### src/rtl/icm_pkg.sv
package icm_pkg;
  localparam int unsigned ADDR_W = 3;
  localparam int unsigned NREG   = 6;

  localparam logic [ADDR_W-1:0] ADR_CAUSE = 3'd0;
  localparam logic [ADDR_W-1:0] ADR_CSET  = 3'd1;
  localparam logic [ADDR_W-1:0] ADR_MSET  = 3'd2;
  localparam logic [ADDR_W-1:0] ADR_MCLR  = 3'd3;
  localparam logic [ADDR_W-1:0] ADR_AMASK = 3'd4;
  localparam logic [ADDR_W-1:0] ADR_ACLR  = 3'd5;

  typedef struct packed {
    logic clr_all;   // wipe cause register
    logic apply_am;  // drop auto-mask bits from mask
  } rd_act_t;

  // Read side-effect rule shared by both modes.
  function automatic rd_act_t read_action(input logic strict, input logic mask_zero,
                                          input logic asserted, input logic am_active);
    rd_act_t a;
    a.clr_all  = strict | mask_zero | asserted;
    a.apply_am = asserted & am_active;
    return a;
  endfunction
endpackage

### src/rtl/icm_bus_decode.sv
module icm_bus_decode
  import icm_pkg::*;
(
  input  logic [ADDR_W-1:0] addr,
  input  logic              wr_en,
  input  logic              rd_en,
  output logic [NREG-1:0]   wr_hit,
  output logic              rd_cause
);
  for (genvar i = 0; i < NREG; i++) begin : g_hit
    assign wr_hit[i] = wr_en && (addr == ADDR_W'(i));
  end
  // A read carries side effects only when no write shares the cycle.
  assign rd_cause = rd_en && !wr_en && (addr == ADR_CAUSE);
endmodule

### src/rtl/icm_mask_bank.sv
module icm_mask_bank #(
  parameter int unsigned SRC_W = 31
) (
  input  logic             clk,
  input  logic             rst_n,
  input  logic             wr_mset,
  input  logic             wr_mclr,
  input  logic             wr_am,
  input  logic             wr_ac,
  input  logic [SRC_W-1:0] wd,
  input  logic             am_apply,
  output logic [SRC_W-1:0] mask_q,
  output logic [SRC_W-1:0] am_q,
  output logic [SRC_W-1:0] ac_q
);
  function automatic logic [SRC_W-1:0] next_mask(
      input logic [SRC_W-1:0] m, input logic s, input logic c, input logic a,
      input logic [SRC_W-1:0] d, input logic [SRC_W-1:0] am);
    logic [SRC_W-1:0] r;
    r = m;
    if (s) r = r | d;
    if (c) r = r & ~d;
    if (a) r = r & ~am;
    return r;
  endfunction

  always_ff @(posedge clk or negedge rst_n) begin
    if (!rst_n) begin
      mask_q <= '0;
      am_q   <= '0;
      ac_q   <= '0;
    end else begin
      mask_q <= next_mask(mask_q, wr_mset, wr_mclr, am_apply, wd, am_q);
      if (wr_am) am_q <= wd;
      if (wr_ac) ac_q <= wd;
    end
  end

  assert_mask_set_R3: assert property (@(posedge clk) disable iff (!rst_n)
    wr_mset |=> ((mask_q & $past(wd)) == $past(wd)));
  assert_automask_R7: assert property (@(posedge clk) disable iff (!rst_n)
    am_apply |=> ((mask_q & $past(am_q)) == '0));
endmodule

### src/rtl/icm_cause_bank.sv
module icm_cause_bank #(
  parameter int unsigned SRC_W = 31
) (
  input  logic             clk,
  input  logic             rst_n,
  input  logic             wr_w1c,
  input  logic             wr_set,
  input  logic [SRC_W-1:0] wd,
  input  logic             clr_all,
  input  logic [SRC_W-1:0] ac_q,
  input  logic [SRC_W-1:0] ev_in,
  input  logic [SRC_W-1:0] mask_q,
  output logic [SRC_W-1:0] cause_q,
  output logic             asserted
);
  function automatic logic [SRC_W-1:0] next_cause(
      input logic [SRC_W-1:0] c, input logic w1c, input logic set, input logic clr,
      input logic [SRC_W-1:0] d, input logic [SRC_W-1:0] ac, input logic [SRC_W-1:0] ev);
    logic [SRC_W-1:0] r;
    r = c;
    if (w1c) r = r & ~d;
    if (clr) r = '0;
    r = r & ~ac;
    r = r | ev | (set ? d : '0);   // new bits land after every clear
    return r;
  endfunction

  assign asserted = |(cause_q & mask_q);

  always_ff @(posedge clk or negedge rst_n) begin
    if (!rst_n) cause_q <= '0;
    else        cause_q <= next_cause(cause_q, wr_w1c, wr_set, clr_all, wd, ac_q, ev_in);
  end

  assert_event_kept_R11: assert property (@(posedge clk) disable iff (!rst_n)
    (ev_in != '0) |=> ((cause_q & $past(ev_in)) == $past(ev_in)));
  assert_clear_read_R6: assert property (@(posedge clk) disable iff (!rst_n)
    (clr_all && !wr_set) |=> ((cause_q & ~$past(ev_in)) == '0));
endmodule

### src/rtl/irq_cause_ctrl.sv
module irq_cause_ctrl
  import icm_pkg::*;
#(
  parameter int unsigned SRC_W       = 31,
  parameter bit          STRICT_READ = 1'b0
) (
  input  logic                 clk,
  input  logic                 rst_n,
  input  logic [SRC_W-1:0]     ev_in,
  input  logic [ADDR_W-1:0]    bus_addr,
  input  logic                 bus_wr,
  input  logic                 bus_rd,
  input  logic [SRC_W-1:0]     bus_wdata,
  output logic [SRC_W:0]       bus_rdata,
  output logic                 irq
);
  localparam int unsigned DW = SRC_W + 1;

  logic [NREG-1:0]  wr_hit;
  logic             rd_cause;
  logic [SRC_W-1:0] mask_q, am_q, ac_q, cause_q;
  logic             asserted;
  rd_act_t          act;
  logic             clr_all, am_apply;

  icm_bus_decode u_dec (
    .addr(bus_addr), .wr_en(bus_wr), .rd_en(bus_rd),
    .wr_hit(wr_hit), .rd_cause(rd_cause)
  );

  assign act      = read_action(STRICT_READ, (mask_q == '0), asserted, (am_q != '0));
  assign clr_all  = rd_cause && act.clr_all;
  assign am_apply = rd_cause && act.apply_am;

  icm_mask_bank #(.SRC_W(SRC_W)) u_mask (
    .clk(clk), .rst_n(rst_n),
    .wr_mset(wr_hit[ADR_MSET]), .wr_mclr(wr_hit[ADR_MCLR]),
    .wr_am(wr_hit[ADR_AMASK]), .wr_ac(wr_hit[ADR_ACLR]),
    .wd(bus_wdata), .am_apply(am_apply),
    .mask_q(mask_q), .am_q(am_q), .ac_q(ac_q)
  );

  icm_cause_bank #(.SRC_W(SRC_W)) u_cause (
    .clk(clk), .rst_n(rst_n),
    .wr_w1c(wr_hit[ADR_CAUSE]), .wr_set(wr_hit[ADR_CSET]),
    .wd(bus_wdata), .clr_all(clr_all), .ac_q(ac_q),
    .ev_in(ev_in), .mask_q(mask_q),
    .cause_q(cause_q), .asserted(asserted)
  );

  assign irq = asserted;

  always_comb begin
    bus_rdata = '0;
    if (bus_rd) begin
      case (bus_addr)
        ADR_CAUSE: bus_rdata = {asserted, cause_q};
        ADR_MSET:  bus_rdata = {1'b0, mask_q};
        ADR_AMASK: bus_rdata = {1'b0, am_q};
        ADR_ACLR:  bus_rdata = {1'b0, ac_q};
        default:   bus_rdata = DW'(0);
      endcase
    end
  end

  assert_irq_needs_mask_R2: assert property (@(posedge clk) disable iff (!rst_n)
    irq |-> (mask_q != '0));
  assert_quiet_read_R9: assert property (@(posedge clk) disable iff (!rst_n)
    (!STRICT_READ && rd_cause && !irq && (mask_q != '0) && (ev_in == '0) && (ac_q == '0))
      |=> ($stable(cause_q) && $stable(mask_q)));
endmodule

### config.mk
export PLATFORM = sky130hd
export DESIGN_NAME = irq_cause_ctrl
export DESIGN_NICKNAME = d
export VERILOG_FILES = /design/src/rtl/icm_pkg.sv /design/src/rtl/icm_bus_decode.sv /design/src/rtl/icm_mask_bank.sv /design/src/rtl/icm_cause_bank.sv /design/src/rtl/irq_cause_ctrl.sv
export SDC_FILE = /design/constraint.sdc
export NUM_CORES = 1
export LEC_CHECK = 0
export BUFFER_PORTS_ARGS = -buffer_cell sky130_fd_sc_hd__buf_2
export CAP_MARGIN = 20
export CORE_ASPECT_RATIO = 1.5
export CORE_MARGIN = 1.5
export CORE_UTILIZATION = 54
export DETAILED_ROUTE_END_ITERATION = 8
export HOLD_SLACK_MARGIN = 0.05
export PLACE_DENSITY = 0.8
export SYNTH_ARGS = -nofsm -noshare
export SYNTH_HDL_FRONTEND = slang
export SYNTH_SLANG_ARGS = --single-unit
### constraint.sdc
create_clock -name clk -period 2.3 [get_ports clk]
set_input_delay 0.23 -clock clk [delete_from_list [all_inputs] [get_ports clk]]
set_output_delay 0.23 -clock clk [all_outputs]
set_load 0.01 [all_outputs]
Word level (Yosys, flattened, before mapping)
Index checks and enable logic that the tools add are counted.
Widths: inputs -> output; s select.
- add/sub/neg operators: 0
- multipliers: 0
- div/mod/pow operators: 0
- order comparisons: 0
- equality and inequality tests: 5
- shift-type cells: 0
- mux-type cells: 8
- bitwise logic cells: 13
- reduce and logical (&&, ||, !) cells: 15
- operators with widths (kind ; count):
    $mux 31 ; 6
    $and 31x31->31 ; 5
    $pmux 32 s4 ; 1
    $not 31->31 ; 3
    $or 31x31->31 ; 3
    $mux 32 ; 1
    $logic_not 31->1 ; 1
    $reduce_bool 31->1 ; 1
    $reduce_or 31->1 ; 1
    $logic_and 1x1->1 ; 10
    $eq 3x2->1 const B ; 2
    $eq 3x3->1 const B ; 2
    $eq 3x1->1 const B ; 1
    $logic_not 3->1 ; 1
    $and 1x1->1 ; 1
    $logic_not 1->1 ; 1
    $or 1x1->1 ; 1
- register bits: 124
- bits in latches: 0
- bits in writable memories: 0
- memory bits (read-only): 0
- input bits: 69
- output and inout port bits: 33
- logic and storage cells: 45
- memories: 0

Longest topological paths before layout
- depth in word-level cells: 8
- mapped depth: 7

Hierarchy
A second synthesis with hierarchy kept.
- cells, all modules: 593
- area, all modules: 6442.4 um^2
- by module, submodules not included (module ; instances ; cells an instance ; area each (um^2)):
    icm_mask_bank ; 1 ; 232 ; 3782.4
    icm_cause_bank ; 1 ; 212 ; 1619.1
    irq_cause_ctrl ; 1 ; 138 ; 977.2
    icm_bus_decode ; 1 ; 11 ; 63.8

Worst setup path before layout
Ideal clock, no wire load.
- kind: reg-to-reg
- start: register u_mask.mask_q[19]
- end: register u_cause.cause_q[0]
- setup time: 0.123 ns
- data arrival time: 1.710 ns
- data required time: 2.177 ns
- slack: 0.468 ns
- cell stages (with the launch flop): 7
- buffers on the path: 1
- path through: dfrtp_1 > or4_1 > nor4_2 > nand4_1 > a31oi_4 > buf_6 > o21ai_2
- cells in the longest elaborated chain, start to end: 8
- elaborated cells between the ends (all ways): 9
- those cells by class: 1 x mux; 5 x bitwise; 3 x reduce/logical
- RTL lines (what ; RTL line ; RTL):
    from (decl) ; icm_mask_bank.sv:12 ; output logic [SRC_W-1:0] mask_q,
    from (signal assigned) ; icm_mask_bank.sv:33 ; mask_q <= next_mask(mask_q, wr_mset, wr_mclr, am_apply, wd, am_q);
    $and 31x31->31 ; icm_cause_bank.sv:28 ; assign asserted = |(cause_q & mask_q);
    $reduce_or 31->1 ; icm_cause_bank.sv:28 ;
    $or 1x1->1 * ; icm_pkg.sv:21 ; a.clr_all = strict | mask_zero | asserted;
    $logic_and 1x1->1 * ; irq_cause_ctrl.sv:32 ; assign clr_all = rd_cause && act.clr_all;
    $mux 31 * ; icm_cause_bank.sv:22 ; if (clr) r = '0;
    $and 31x31->31 * ; icm_cause_bank.sv:23 ; r = r & ~ac;
    $or 31x31->31 * (2 in series) ; icm_cause_bank.sv:24 ; r = r | ev | (set ? d : '0);
    to (signal assigned) ; icm_cause_bank.sv:32 ; else cause_q <= next_cause(cause_q, wr_w1c, wr_set, clr_all, wd, ac_q, ev_in);
    to (decl) ; icm_cause_bank.sv:13 ; output logic [SRC_W-1:0] cause_q,
Every way passes the cells marked *; elsewhere a longest branch is shown, timed or not.
A chain may end at the register's enable or synchronous reset.

Final worst setup path
- start: register u_mask.mask_q[16]
- end: output port bus_rdata[31]
- cells in the longest elaborated chain, start to end: 4
- RTL lines (what ; RTL line ; RTL):
    $and 31x31->31 ; icm_cause_bank.sv:28 ;
    $reduce_or 31->1 ; icm_cause_bank.sv:28 ;
    $pmux 32 s4 ; irq_cause_ctrl.sv:56 ; case (bus_addr)
    $mux 32 ; irq_cause_ctrl.sv:55 ; if (bus_rd) begin
    to (decl) ; irq_cause_ctrl.sv:14 ; output logic [SRC_W:0] bus_rdata,
No other way between the ends.

==> impl_metrics.csv <==
group,metric,value,unit
run_status,status,"finished clean",
sta,hold_viol_final,0,
sta,clock.fmax,446.8,MHz
sta,rsz0062_at_grt,"false",
cts,cts_buffers,17,
sta,max_slew_margin,0.5653,
sta,layout_min_cycle_time,2.238,ns
finish,fillCellCount,814,
worst_setup_path,crit_arrival,2.01,ns
sta,fin_worst_skew,0.005659,ns
drt,wl_per_cell,23.26,microns
pwr,power.density,905.7,nW/um^2
finish,finalInstanceArea,8044,sq um
floorplan,initial_core_util,0.5512,
floorplan,rows,48,
floorplan,core_area,11470,sq um
synth,synth_area,6322,sq um
sta,slew_violations,0,
floorplan,ios,102,
worst_setup_path,path_class,"register to output port",
cts,cts_max_level,4,
finish,post-route-util,0.7012,
synth,synth-edff-count,0,
drt,drt-pass1-iter-count,6,
sta,tns,0,ns
floorplan,die_h,135.5,microns
global_routing,grtUsageTotal,0.3358,
sta,postLayoutSetupSlackWorst,0.06169,ns
worst_setup_path,endpoint,"bus_rdata[31]",
drt,first_iter_violations,790,
synth,synth_top_area_cell,"dfrtp_1",
worst_setup_path,crit_start,"u_mask.mask_q[16]",
pwr,peakVddDrop,0.0006147,V
worst_setup_path,worstPathRequired,2.07,ns
drt,drc,0,
worst_setup_path,cp_max_fo,4,
synth,synth_ff_type,"dfrtp_1",
sta,worst_pin_slew,0.6500,ns
placed_design,placed_cell_area,7051,sq um
placed_design,dpl.hpwl,12740,microns
global_routing,first_global_vias,6025,
cts,cts_root_buffer,"clkbuf_16",
global_routing,gr-usage-met1,0.3925,
cts,clkTransAtPathRegs,0.05,ns
cts,cts.sinks,124,
synth,ys_top_cells_by_area,"dfrtp_1, mux2_2, a22oi_1",
finish,areaGrowthSynthToFinish,27.23,%
worst_setup_path,reg2regPathDepth,7,
placed_design,dp_slack,0.2708,ns
min_path,min_path_type,"input pin to register",
global_routing,use_met3,0.07295,
sta,fin_crit_sh,0.9732,
finish,diodes,0,
drt,vias,5893,
sta,setup_violations,0,
synth,yosys_warnings,0,
synth,synth.distinct_cells,36,
job,max-cap-violations,0,
worst_setup_path,r2r_setup_slack,0.18,ns
global_routing,grt_pass1_wl,31620,microns
synth,synthCells,571,
worst_setup_path,rr_startpoint,"u_mask.mask_q[16]",
synth,synth_nets,640,
placed_design,io_buffers,101,
synth,seq_area_frac_synth,0.4908,
worst_setup_path,cp-start-kind,"register",
global_routing,grt_max_degree,59,
synth,async_flop_share,1.000,
finish,final_nets,774,
drt,via_per_inst,6.789,
drt,postRouteAntennaNets,0,
synth,syn_area_per_cell,11.07,sq um
global_routing,use_met2,0.5638,
cts,clockBufferDepth,2,
synth,netlist.area_leader.share,0.4908,
drt,routed_wl,20190,microns
global_routing,antenna_found_initial,0,
floorplan,die_area,12380,sq um
floorplan,die_x,91.35,microns
global_routing,grt_overflow,0,
worst_setup_path,rr_endpoint,"u_mask.mask_q[19]",
cts,tritoncts,"done",
worst_setup_path,critPathCaptureType,"output port",
finish,layout-drive-gt1-share,0.3677,
cts,clk_latency,0.42,ns
global_routing,busiest_layer,"met2",
pwr,p_leak,3.308,nW
synth,ys_ff_latch,124,
placed_design,place_congestion,0.8945,
[metal layers]
| layer | part of all wire | up-vias |
|---|---|---|
| met5 | 0 | - |
| met4 | 0.053 | 0 |
| met3 | 0.086 | 93 |
| met2 | 0.50 | 405 |
| met1 | 0.36 | 2893 |
| li1 | - | 2502 |
[synthesized netlist by cell type (2+ instances only)]
| master | instances |
|---|---|
| a21oi_1 | 93 |
| a221oi_1 | 26 |
| a221oi_2 | 5 |
| a22oi_1 | 76 |
| and2_0 | 2 |
| and3_1 | 2 |
| buf_1 | 2 |
| buf_2 | 4 |
| buf_4 | 3 |
| buf_6 | 6 |
| clkbuf_1 | 28 |
| dfrtp_1 | 124 |
| mux2_2 | 61 |
| nand2_1 | 37 |
| nand3b_1 | 33 |
| nand4_1 | 5 |
| nor2_1 | 3 |
| nor3_2 | 2 |
| nor4_1 | 13 |
| o21ai_2 | 30 |
[timing repair]
item,4_1_cts,5_1_grt
hold buffers,31,0
buffers inserted,0,5
setup endpoints to repair,2,2
endpoints found under the hold margin,54,0
resized for setup,3,2
pin swaps,0,5
[sequential cells by signal, summed over array words and instances, names as in the netlist]
name / flops
u_cause.cause_q: 31
u_mask.am_q: 31
u_mask.ac_q: 31
u_mask.mask_q: 31
[through the flow]
step / instances / hold WS [ns] / total power, mW
6_report: 868 / 0.06895 / 7.285
5_1_grt: 868 / 0.07490 / 7.539
4_1_cts: 863 / 0.06080 / 7.221
3_5_place_dp: 800 / 0.1724 / 4.367
3_3_place_gp: 800 / 0.1712 / 4.289
2_1_floorplan: 571 / -0.06559 / 3.819
[power by group]
group	total (mW)	switching, mW	internal (mW)
registers	3.17	0.528	2.64
clock network	2.81	0.937	1.87
logic	1.31	0.636	0.669
total	7.29	2.10	5.18
[cells by family (layout without fill, tap and decap cells)]
group           count (synthesis)  count (layout)  share of synthesized area
flops                         124             124                     0.4908
buf+inv                        44             191                    0.03720
compound gates                234             234                     0.2610
mux                            62              62                     0.1104
simple gates                  107             107                     0.1005
[worst max-delay path, stage by stage, from the launching register on]
cell and delay, ns:
dfrtp_1 0.43, a22oi_1 0.22, nand4_1 0.21, nor3_4 0.32, nand2_2 0.11, and3_1 0.18
buf_2 0.13
[how the worst min path moves through the flow]
stage,start,to,depth (start not counted)
floorplan,rst_n,u_cause.cause_q[0],0
global placement,rst_n,u_cause.cause_q[9],1
detailed placement,rst_n,u_mask.ac_q[8],1
CTS,bus_wdata[22],u_mask.mask_q[22],2
global route,bus_wdata[28],u_mask.mask_q[28],2
finish,bus_wdata[22],u_mask.mask_q[22],2
[cells in the final DEF (no fill, tap or decap), types with 2 or more instances in the layout]
cell | Yosys | layout
dfrtp_1 | 124 | 124
buf_2 | 4 | 100
a21oi_1 | 93 | 93
a22oi_1 | 76 | 75
mux2_2 | 61 | 61
nand2_1 | 37 | 36
nand3b_1 | 33 | 33
dlygate4sd3_1 | 0 | 31
o21ai_2 | 30 | 30
a221oi_1 | 26 | 26
buf_4 | 3 | 22
clkbuf_16 | 0 | 17
nor4_1 | 13 | 13
clkbuf_8 | 0 | 6
buf_12 | 0 | 6
nand4_1 | 5 | 5
a221oi_2 | 5 | 5
clkinv_2 | 0 | 3
clkbuf_1 | 28 | 3
bufinv_16 | 0 | 3
nor3_4 | 0 | 2
and2_1 | 1 | 2
and3_1 | 2 | 2
[final cells by class]
| type | instances | area, sq um | share of cell area |
|---|---|---|---|
| clock buffer | 26 | 519.2 | 0.06455 |
| tap | 150 | 187.7 | 0.02333 |
| timing repair buffer | 159 | 1096 | 0.1363 |
| sequential | 124 | 3103 | 0.3858 |
| multi-input combinational | 403 | 3033 | 0.3770 |
| clock inverter | 6 | 105.1 | 0.01307 |
(Power assumes the default switching activity.)
